$ cat config.mk
export PLATFORM = sky130hd
export DESIGN_NAME = bus_width_adapter
export DESIGN_NICKNAME = d
export VERILOG_FILES = /design/src/rtl/bwa_pkg.sv /design/src/rtl/bwa_req_check.sv /design/src/rtl/bwa_lane_map.sv /design/src/rtl/bwa_read_pack.sv /design/src/rtl/bus_width_adapter.sv
export SDC_FILE = /design/constraint.sdc
export NUM_CORES = 1
export LEC_CHECK = 0
export BUFFER_PORTS_ARGS = -buffer_cell sky130_fd_sc_hd__buf_4
export CAP_MARGIN = 20
export CORE_UTILIZATION = 30
export CTS_BUF_LIST = sky130_fd_sc_hd__clkbuf_4 sky130_fd_sc_hd__clkbuf_8
export DETAILED_ROUTE_END_ITERATION = 10
export HOLD_SLACK_MARGIN = 0.06
export MAX_ROUTING_LAYER = met4
export SLEW_MARGIN = 30
export SYNTH_ARGS = -nofsm -noshare
export SYNTH_HDL_FRONTEND = slang
export SYNTH_SLANG_ARGS = --single-unit
$ cat constraint.sdc
create_clock -name clk -period 4.9 [get_ports clk]
set_input_delay 0 -clock clk [delete_from_list [all_inputs] [get_ports clk]]
set_output_delay 0 -clock clk [all_outputs]
set_load 0.01 [all_outputs]
$ cat src/rtl/bwa_pkg.sv
package bwa_pkg;
  localparam int CPU_W = 32;
  localparam int LANES = CPU_W / 8;

  typedef enum logic [1:0] {SZ_BYTE = 2'd0, SZ_WORD = 2'd1, SZ_LONG = 2'd2, SZ_RSVD = 2'd3} acc_size_e;
  typedef enum logic [1:0] {DW_8 = 2'd0, DW_16 = 2'd1, DW_32 = 2'd2, DW_32X = 2'd3} dev_width_e;
  typedef enum logic {ST_IDLE = 1'b0, ST_RUN = 1'b1} adp_state_e;
endpackage

$ cat src/rtl/bwa_req_check.sv
module bwa_req_check
  import bwa_pkg::*;
#(
  parameter int ADDR_W = 27
) (
  input  logic [ADDR_W-1:0] addr,
  input  acc_size_e         size,
  input  logic              ifetch,
  input  logic              we,
  output logic [ADDR_W-1:0] eff_addr,
  output acc_size_e         eff_size,
  output logic              eff_we,
  output logic              bad
);
  // A fetch is a longword read from the aligned address below it.
  always_comb begin
    eff_addr = ifetch ? {addr[ADDR_W-1:2], 2'b00} : addr;
    eff_size = ifetch ? SZ_LONG : size;
    eff_we   = we & ~ifetch;
    bad      = 1'b0;
    if (!ifetch) begin
      unique case (size)
        SZ_BYTE: bad = 1'b0;
        SZ_WORD: bad = addr[0];
        SZ_LONG: bad = |addr[1:0];
        default: bad = 1'b1;
      endcase
    end
  end
endmodule

$ cat src/rtl/bwa_lane_map.sv
module bwa_lane_map
  import bwa_pkg::*;
#(
  parameter int ADDR_W = 27
) (
  input  acc_size_e         size,
  input  dev_width_e        width,
  input  logic [ADDR_W-1:0] base,
  input  logic [1:0]        beat,
  input  logic [CPU_W-1:0]  cpu_wdata,
  output logic [ADDR_W-1:0] beat_addr,
  output logic [CPU_W-1:0]  dev_wdata,
  output logic [LANES-1:0]  lane_en,
  output logic [5:0]        dev_shift,
  output logic [5:0]        cpu_shift,
  output logic [CPU_W-1:0]  part_mask,
  output logic              last
);
  logic [1:0] slog, wlog, blog;
  logic [2:0] sb, wb, bb, dpos, cpos, done_bytes;
  logic [1:0] off;
  logic [3:0] lmask;

  always_comb begin
    unique case (size)
      SZ_BYTE: slog = 2'd0;
      SZ_WORD: slog = 2'd1;
      default: slog = 2'd2;
    endcase
    unique case (width)
      DW_8:    wlog = 2'd0;
      DW_16:   wlog = 2'd1;
      default: wlog = 2'd2;
    endcase
    // bytes moved per device cycle: the smaller of access and device width
    blog = (slog < wlog) ? slog : wlog;
    sb   = 3'd1 << slog;
    wb   = 3'd1 << wlog;
    bb   = 3'd1 << blog;
    beat_addr  = base + (ADDR_W'(beat) << blog);
    off        = beat_addr[1:0] & (wb[1:0] - 2'd1);
    // big-endian: lowest address sits in the highest lane of the device
    dpos       = wb - bb - {1'b0, off};
    done_bytes = (3'(beat) + 3'd1) << blog;
    cpos       = sb - done_bytes;
    dev_shift  = {dpos, 3'b000};
    cpu_shift  = {cpos, 3'b000};
    lmask      = (blog == 2'd0) ? 4'b0001 : (blog == 2'd1) ? 4'b0011 : 4'b1111;
    part_mask  = {{8{lmask[3]}}, {8{lmask[2]}}, {8{lmask[1]}}, {8{lmask[0]}}};
    lane_en    = lmask << dpos;
    dev_wdata  = ((cpu_wdata >> cpu_shift) & part_mask) << dev_shift;
    last       = (done_bytes == sb);
  end
endmodule

$ cat src/rtl/bwa_read_pack.sv
module bwa_read_pack
  import bwa_pkg::*;
(
  input  logic [CPU_W-1:0] dev_rdata,
  input  logic [5:0]       dev_shift,
  input  logic [5:0]       cpu_shift,
  input  logic [CPU_W-1:0] part_mask,
  output logic [CPU_W-1:0] chunk
);
  always_comb chunk = ((dev_rdata >> dev_shift) & part_mask) << cpu_shift;
endmodule

$ cat src/rtl/bus_width_adapter.sv
module bus_width_adapter
  import bwa_pkg::*;
#(
  parameter int ADDR_W = 27
) (
  input  logic              clk,
  input  logic              rst,
  input  logic              cpu_req,
  input  logic              cpu_we,
  input  logic              cpu_ifetch,
  input  logic [1:0]        cpu_size,
  input  logic [1:0]        cpu_dev_width,
  input  logic [ADDR_W-1:0] cpu_addr,
  input  logic [31:0]       cpu_wdata,
  output logic              cpu_ack,
  output logic              cpu_err,
  output logic [31:0]       cpu_rdata,
  output logic              dev_strobe,
  output logic              dev_we,
  output logic [ADDR_W-1:0] dev_addr,
  output logic [3:0]        dev_lane_en,
  output logic [31:0]       dev_wdata,
  input  logic [31:0]       dev_rdata,
  input  logic              dev_ready
);
  adp_state_e        state;
  acc_size_e         size_q, eff_size, m_size;
  dev_width_e        width_q, m_width;
  logic [ADDR_W-1:0] base_q, eff_addr, m_base, map_addr;
  logic              we_q, eff_we, req_bad, issue_we, map_last, cap_last, accept;
  logic [1:0]        beat_q, m_beat;
  logic [CPU_W-1:0]  wdata_q, m_wdata, map_wdata, map_mask, cap_mask, acc_q, rd_chunk;
  logic [LANES-1:0]  map_lanes;
  logic [5:0]        map_dsh, map_csh, cap_dsh, cap_csh;

  bwa_req_check #(.ADDR_W(ADDR_W)) u_check (
    .addr(cpu_addr), .size(acc_size_e'(cpu_size)), .ifetch(cpu_ifetch), .we(cpu_we),
    .eff_addr(eff_addr), .eff_size(eff_size), .eff_we(eff_we), .bad(req_bad)
  );

  // Mapper looks one cycle ahead: the first part while idle, the next part while running.
  always_comb begin
    if (state == ST_IDLE) begin
      m_size = eff_size; m_width = dev_width_e'(cpu_dev_width); m_base = eff_addr;
      m_beat = 2'd0; m_wdata = cpu_wdata; issue_we = eff_we;
    end else begin
      m_size = size_q; m_width = width_q; m_base = base_q;
      m_beat = beat_q + 2'd1; m_wdata = wdata_q; issue_we = we_q;
    end
  end

  bwa_lane_map #(.ADDR_W(ADDR_W)) u_map (
    .size(m_size), .width(m_width), .base(m_base), .beat(m_beat), .cpu_wdata(m_wdata),
    .beat_addr(map_addr), .dev_wdata(map_wdata), .lane_en(map_lanes),
    .dev_shift(map_dsh), .cpu_shift(map_csh), .part_mask(map_mask), .last(map_last)
  );

  bwa_read_pack u_pack (
    .dev_rdata(dev_rdata), .dev_shift(cap_dsh), .cpu_shift(cap_csh),
    .part_mask(cap_mask), .chunk(rd_chunk)
  );

  assign accept = cpu_req && !cpu_ack && !cpu_err;

  always_ff @(posedge clk) begin
    if (rst) begin
      state <= ST_IDLE; size_q <= SZ_BYTE; width_q <= DW_8; base_q <= '0; we_q <= 1'b0;
      wdata_q <= '0; beat_q <= '0; acc_q <= '0; cap_dsh <= '0; cap_csh <= '0;
      cap_mask <= '0; cap_last <= 1'b0; cpu_ack <= 1'b0; cpu_err <= 1'b0; cpu_rdata <= '0;
      dev_strobe <= 1'b0; dev_we <= 1'b0; dev_addr <= '0; dev_lane_en <= '0; dev_wdata <= '0;
    end else begin
      cpu_ack <= 1'b0;
      cpu_err <= 1'b0;
      unique case (state)
        ST_IDLE: begin
          if (accept && req_bad) begin
            cpu_err <= 1'b1;
          end else if (accept) begin
            size_q <= eff_size; width_q <= dev_width_e'(cpu_dev_width); base_q <= eff_addr;
            we_q <= eff_we; wdata_q <= cpu_wdata; beat_q <= 2'd0; acc_q <= '0;
            dev_strobe <= 1'b1; dev_we <= issue_we; dev_addr <= map_addr;
            dev_wdata <= issue_we ? map_wdata : '0; dev_lane_en <= map_lanes;
            cap_dsh <= map_dsh; cap_csh <= map_csh; cap_mask <= map_mask; cap_last <= map_last;
            state <= ST_RUN;
          end
        end
        ST_RUN: begin
          if (dev_ready && cap_last) begin
            dev_strobe <= 1'b0; dev_we <= 1'b0; dev_wdata <= '0; dev_lane_en <= '0;
            cpu_ack <= 1'b1;
            if (!we_q) cpu_rdata <= acc_q | rd_chunk;
            state <= ST_IDLE;
          end else if (dev_ready) begin
            beat_q <= beat_q + 2'd1; acc_q <= acc_q | rd_chunk;
            dev_we <= issue_we; dev_addr <= map_addr;
            dev_wdata <= issue_we ? map_wdata : '0; dev_lane_en <= map_lanes;
            cap_dsh <= map_dsh; cap_csh <= map_csh; cap_mask <= map_mask; cap_last <= map_last;
          end
        end
        default: state <= ST_IDLE;
      endcase
    end
  end

  logic [31:0] lane_bits;
  for (genvar gi = 0; gi < LANES; gi++) begin : g_lane_bits
    assign lane_bits[8*gi +: 8] = {8{dev_lane_en[gi]}};
  end

  AST_STROBE_HOLD: assert property (@(posedge clk) disable iff (rst)
    dev_strobe && !dev_ready |=> dev_strobe && $stable(dev_addr) && $stable(dev_lane_en) && $stable(dev_wdata))
    else $error("strobe cycle changed before ready");
  AST_ACK_AFTER_READY: assert property (@(posedge clk) disable iff (rst)
    $rose(cpu_ack) |-> $past(dev_strobe && dev_ready))
    else $error("ack without completed device cycle");
  AST_ACK_ERR_EXCL: assert property (@(posedge clk) disable iff (rst)
    !(cpu_ack && cpu_err))
    else $error("ack and err together");
  AST_ERR_NO_CYCLE: assert property (@(posedge clk) disable iff (rst)
    cpu_err |-> !dev_strobe)
    else $error("device cycle started on error");
  AST_IDLE_LANES_ZERO: assert property (@(posedge clk) disable iff (rst)
    dev_strobe |-> (dev_wdata & ~lane_bits) == 32'd0)
    else $error("unused lane driven");
  AST_READ_NO_WDATA: assert property (@(posedge clk) disable iff (rst)
    dev_strobe && !dev_we |-> dev_wdata == 32'd0)
    else $error("write data on read cycle");
  AST_FETCH_READS: assert property (@(posedge clk) disable iff (rst)
    state == ST_IDLE && accept && cpu_ifetch |=> !dev_we)
    else $error("fetch issued as write");
endmodule

==> results.cfg, run 1 <==
[setup_path]
crit_start = state
timing.rr.end = dev_wdata[3]
cp-start-kind = register
required_ns = 5.37
endpoint_kind = register
cp_max_fo = 11
crit_chain = mux2i_4 > inv_2 > ha_4 > a221oi_4 > or2_1 > nand2b_4 > nor2_2 > ha_2 > inv_1 > fa_1 > nor2_1 > ha_1 > inv_1 > fa_2 > xor2_1 > xnor2_1 > xnor2_1 > nand2_1 > buf_6 > or4_1 > a21oi_1
reg2reg_depth = 21
cp.arrival_ns = 5.15
worstReg2RegStart = state
rrSetupSlack_ns = 0.23
crit_end = dev_wdata[3]
slowest_delay_ns = 0.52
worstSetupPathType = register to register
cp_slowest_cell = fa_1

[clocking]
cts_root_buf = clkbuf_8
h-tree-depth = 2
clock_path_buffers = 3
insertion_delay_ns = 0.55
cts_sinks = 208
tritoncts = yes
numCtsBuffers = 41
clkTransAtPathRegs_ns = 0.06

[global_route]
grt_usage_pct = 19.8
grt_antenna_before_repair = 0
grt_pass1_vias = 10600
grt_first_pass_wirelength_um = 59200
grt_max_degree = 83
grt-ovfl-total = 0

[routing]
wire_per_inst_um = 17.1
drc = 0
dr.pass1.iters = 5
dr.first_iter.drc_count = 803
ant_nets = 0
vias_per_cell = 5.06
drt-total-wl_um = 37900
vias = 11200

[power]
power.share.clock_pct = 33.7
p_seq_share_pct = 32.7
ir_worst_vdd_v = 0.000168
power.internal_mw = 3.70
p_sw_mw = 2.01
swShare_pct = 35.1
combPwrFrac_pct = 33.6
p_per_area_mw_per_mm2 = 370
p_leak_nw = 5.90
power.total_mw = 5.71

[sta]
fin_skew_ns = 0.0197
layout_setup_ws_ns = 0.227
fmax_mhz = 214
relSlewSlack_pct = 33.6
maxSlewViolCount = 0
timing.hold.ws_ns = 0.137
finalCritPeriodShare_pct = 95.4
grt_setup_unrepaired = yes
worstMarginPinSlew_ns = 0.994
period_minus_slack_ns = 4.67
finalHoldViolCount = 0
setup_viol = 0

[logic_synthesis]
synth_cell_types = 74
syn_avg_cell_area_um2 = 8.02
synth_warnings = 0
synth-seq-cells = 208
synthFlopType = dfxtp_1
synth_edf_count = 0
postSynthCellCount = 1412
synth_nets = 1527
synth-seq-area-share_pct = 36.8
async_flop_share_pct = 0
netlist_area_mm2 = 0.0113

[placed_design]
port_buffers = 199
dp_hpwl_um = 26900
dpl_worst_slack_ns = 0.0178
globalplace.congestion = 0.927

[final_layout]
layout_commonest_cell = nand2_1
diodes = 0
num-fill-cells = 3759
mostFrequentLayoutCells = 257 x nand2_1, 238 x buf_4, 207 x dfxtp_1
final_nets = 1798
areaGrowthSynthToFinish_pct = 36.0
drive_above_1_share_pct = 23.3
post-route-util_pct = 41.8

[die]
core_area_mm2 = 0.0369
die_x_um = 196
die_y_um = 196
start_util_pct = 30.7
ios = 200
die-area_mm2 = 0.0385
rows = 70

[min_path]
worstHoldPathType = input port to register
worstHoldStart = dev_rdata[29]

[job]
cap_violations = 0

[status]
outcome = finished, final reports clean
how the worst min path moves through the flow:
stage                     depth (start not counted)             to
final                                             7  cpu_rdata[29]
after CTS                                         7  cpu_rdata[29]
after detailed placement                          3     base_q[16]
after floorplan                                   2     base_q[12]
after global routing                              5       acc_q[5]
after global placement                            3    wdata_q[17]
timing repair:
item	CTS	global route
hold buffers	100	0
buffers inserted	0	3
gates resized for setup	0	21
endpoints found under the setup margin	0	35
endpoints found under the hold margin	111	0
cell type report:
class | count | area [um2] | area share [%]
flip-flops and latches | 208 | 4170 | 27.1
clock inverters | 9 | 75.1 | 0.487
clock buffers | 65 | 845 | 5.48
repair buffers | 340 | 2830 | 18.3
well taps | 504 | 631 | 4.09
inverters | 16 | 60.1 | 0.390
multi-input cells | 1076 | 6800 | 44.2
worst max-delay path, delay by kind of cell (launching register included):
family,cells,cell delay (ns)
DFF,1,0.40
adders and majority gates,5,1.55
buffers and inverters,4,0.33
AOI/OAI and AO/OA,2,0.45
xor gates and xnor gates,3,0.52
muxes,1,0.31
and+or+nand+nor,6,1.04
layer usage:
metal	vias to the layer above	GRT usage [%]	share of wire, %
met2	310	31.0	46
met1	5279	26.1	46
met4	0	6.22	2.5
li1	5579	-	-
met5	-	-	0
met3	64	3.03	5.4
cell usage after synthesis (all sizes together) (4+ instances only):
cell type / instances / area, um2
a211oi: 14 / 110
a21oi: 189 / 953
a221oi: 7 / 61.3
a22oi: 26 / 195
a311oi: 6 / 90.1
a32o: 5 / 50.1
and2: 13 / 81.3
and3: 6 / 37.5
buf: 32 / 185
clkbuf: 80 / 302
dfxtp: 208 / 4160
ha: 11 / 138
inv: 16 / 60.1
mux2: 17 / 191
mux2i: 83 / 831
mux4: 15 / 338
nand2: 257 / 965
nand2b: 8 / 50.1
nand3: 24 / 120
nand3b: 4 / 30.0
nand4: 4 / 25.0
nor2: 116 / 435
nor2b: 13 / 81.3
nor3: 47 / 235
nor3b: 7 / 57.6
nor4: 6 / 37.5
o21ai: 65 / 329
o21bai: 4 / 30.0
o22a: 6 / 52.6
o22ai: 9 / 56.3
o31a: 5 / 43.8
o31ai: 18 / 149
o32a: 8 / 80.1
or4: 9 / 67.6
xnor2: 22 / 200
xor2: 8 / 85.1
per-stage QoR:
stage | TNS [ns] | std cells | area (um2)
final | 0 | 2218 | 15400
after global routing | -0.0809 | 2218 | 15400
after CTS | 0 | 2215 | 15300
after detailed placement | 0 | 2041 | 13400
after global placement | 0 | 2040 | 13300
after floorplan | 0 | 1412 | 11400
registers in the layout, indices dropped and copies added, names as in the netlist, 2 cells and up:
| signal | cells |
|---|---|
| acc_q | 32 |
| base_q | 27 |
| beat_q | 2 |
| cap_csh | 3 |
| cap_dsh | 3 |
| cap_mask | 3 |
| cpu_rdata | 32 |
| dev_addr | 27 |
| dev_lane_en | 4 |
| dev_wdata | 32 |
| size_q | 2 |
| wdata_q | 32 |
| width_q | 2 |
kinds of logic after synthesis:
family                     synth area share [%]
and+or+nand+nor                            20.9
AOI/OAI and AO/OA                          21.3
DFF                                        36.8
buffers and inverters                      4.83
muxes                                      12.0
xor gates and xnor gates                   2.52
adders and majority gates                  1.75
power by group through the flow:
stage	Sequential (mW)	Combinational [mW]	Clock [mW]
finish	1.87	1.92	1.92
floorplan	1.87	1.27	0
detailed placement	1.90	1.80	0
global route	1.88	2.08	2.05
CTS	1.87	1.87	1.97
global placement	1.90	1.78	0
(Power assumes the default switching activity.)
==> run 2, diff against run 1 <==
--- a/config.mk
+++ b/config.mk
@@ -7,6 +7,7 @@
 export LEC_CHECK = 0
 export BUFFER_PORTS_ARGS = -buffer_cell sky130_fd_sc_hd__buf_4
 export CAP_MARGIN = 20
+export CORE_MARGIN = 2
 export CORE_UTILIZATION = 30
 export CTS_BUF_LIST = sky130_fd_sc_hd__clkbuf_4 sky130_fd_sc_hd__clkbuf_8
 export DETAILED_ROUTE_END_ITERATION = 10
==> constraint.sdc (replaced) <==
create_clock -name clk -period 5 [get_ports clk]
set_input_delay 0 -clock clk [delete_from_list [all_inputs] [get_ports clk]]
set_output_delay 0 -clock clk [all_outputs]
set_load 0.01 [all_outputs]
==> run 2 against run 1 <==
Worst hold slack got worse by 0.014 ns. Clock skew up 0.022 ns. Largest cell class unchanged. Largest power group unchanged. Register-to-register slack got worse by 0.14 ns. Sequential power about the same. Critical path depth is 1 lower. Critical endpoint is now dev_wdata[0]. Sequential cell count unchanged. Global-route usage is 0.64 points lower. Utilization is 1.5 points lower.
==> results.cfg, run 2 (synthesis results as in run 1) <==
[sta]
finalHoldViolCount = 0
worstMarginPinSlew_ns = 0.994
fin_skew_ns = 0.0417
maxSlewViolCount = 0
setup_viol = 0
fmax_mhz = 203
tns_ns = 0
layout_setup_ws_ns = 0.0853
period_minus_slack_ns = 4.91
relSlewSlack_pct = 33.7
finalCritPeriodShare_pct = 98.3

[setup_path]
rrSetupSlack_ns = 0.09
reg2reg_depth = 20
cp-start-kind = register
crit_end = dev_wdata[0]
cp_top_family = adder cells
path_depth = 20
worstReg2RegStart = state
crit_start = state
timing.rr.end = dev_wdata[0]
required_ns = 5.49
slowest_delay_ns = 0.59
cp.arrival_ns = 5.40
cp_slowest_cell = fa_1
cp_max_fo = 6
endpoint_kind = register
crit_buf_inv = 3
cp_common_cell = inv_1
crit_chain = buf_4 > a21oi_4 > ha_4 > a221oi_4 > or2_1 > nand2b_1 > nor2_2 > ha_2 > inv_1 > fa_1 > nor2_1 > ha_1 > inv_1 > fa_2 > xor2_1 > xnor2_1 > xnor2_2 > nand2_2 > or4_4 > a21oi_1
worstSetupPathType = register to register

[placed_design]
dpl_cell_area_mm2 = 0.0133
globalplace.congestion = 0.900
dp_hpwl_um = 26700
port_buffers = 199
post-place-cells = 2045
dpl_worst_slack_ns = 0.0359

[global_route]
grt_first_pass_wirelength_um = 58100
grt_max_degree = 72
grt_pass1_vias = 10500
grt_usage_pct = 19.1
grt_antenna_before_repair = 0
grt-ovfl-total = 0

[die]
rows = 71
start_util_pct = 30.3
die_y_um = 198
die_x_um = 198
ios = 200
die-area_mm2 = 0.0393
core_area_mm2 = 0.0374

[final_layout]
mostFrequentLayoutCells = 256 x nand2_1, 240 x buf_4, 207 x dfxtp_1
fin_cells = 2195
diodes = 0
layout_commonest_cell = nand2_1
final_nets = 1772
num-fill-cells = 3810
design_area_mm2 = 0.0151
areaGrowthSynthToFinish_pct = 33.2
drive_above_1_share_pct = 23.1

[routing]
dr.first_iter.drc_count = 608
ant_nets = 0
wire_per_inst_um = 17.2
drc = 0
drt-total-wl_um = 37600
vias = 11100
vias_per_cell = 5.05
dr.pass1.iters = 5

[min_path]
worstHoldPathType = input port to register

[clocking]
tritoncts = yes
cts_root_buf = clkbuf_8
clkTransAtPathRegs_ns = 0.06
insertion_delay_ns = 0.57
numCtsBuffers = 39
cts_sinks = 208
clock_path_buffers = 3
h-tree-depth = 2

[power]
power.share.clock_pct = 33.0
power.internal_mw = 3.57
combPwrFrac_pct = 33.7
p_leak_nw = 5.72
p_sw_mw = 1.97
p_seq_share_pct = 33.3
swShare_pct = 35.5
p_per_area_mw_per_mm2 = 367
ir_worst_vdd_v = 0.000151

[job]
cap_violations = 0

[status]
outcome = finished, final reports clean
==> run 2: changes by cell type in the layout (fill, tap and decap cells not counted), sizes merged <==
cell and change:
dlygate4sd3 -26, clkbuf -6, clkinv -2, inv +2, buf +1, bufinv +1, clkinvlp -1, nand2 +1
==> run 2: final cells by class <==
cell class	count	area (um2)	share of cell area, %
Clock buffer	59	762	5.05
Multi-Input combinational cell	1077	6780	44.9
Tap cell	511	639	4.24
Inverter	16	60.1	0.398
Sequential cell	208	4170	27.6
Timing Repair Buffer	315	2570	17.0
Clock inverter	9	105	0.697
==> run 2: power groups by stage <==
stage,sequential (mW),combinational [mW],clock (mW)
6_report,1.84,1.87,1.83
5_1_grt,1.85,2.02,1.94
4_1_cts,1.84,1.81,1.88
3_5_place_dp,1.88,1.75,0
3_3_place_gp,1.87,1.74,0
2_1_floorplan,1.83,1.24,0
==> run 2: worst min-delay path by stage <==
stage                             start  cells after the start            end
final                     dev_rdata[25]                      6  cpu_rdata[25]
after detailed placement  cpu_wdata[23]                      3    wdata_q[23]
after floorplan            cpu_addr[12]                      2     base_q[12]
after global placement    cpu_wdata[16]                      3    wdata_q[16]
after CTS                 dev_rdata[29]                      7  cpu_rdata[29]
after global routing      dev_rdata[25]                      6  cpu_rdata[25]
==> run 2: routing by layer <==
metal  GRT usage [%]  up-vias  share of wire (%)
met5               -        -                  0
met4            6.82        0                2.9
met3            2.74       76                5.1
met2            29.7      312                 46
met1            25.4     5168                 46
li1                -     5527                  -
==> run 2: tightest hold or removal path, cell delays in order <==
cell     delay (ns)
buf_4          0.11
a22o_1         0.13
a22oi_1        0.06
nor2_1         0.14
nor3_1         0.06
nor3_1         0.11
==> run 2: what timing repair did <==
action,4_1_cts,5_1_grt
cloned,0,1
hold buffers,74,0
setup endpoints to repair,8,34
endpoints found under the hold margin,134,0
buffers inserted,0,7
pin swaps,0,9
gates resized for setup,1,20
==> run 2: per-stage QoR <==
step | hold WS (ns) | utilization (%) | total power, mW
floorplan | 0.136 | - | 3.07
global placement | 0.257 | 35.5 | 3.61
detailed placement | 0.266 | 35.6 | 3.63
CTS | 0.0983 | 39.9 | 5.53
global route | 0.135 | 40.3 | 5.82
finish | 0.123 | 40.3 | 5.54
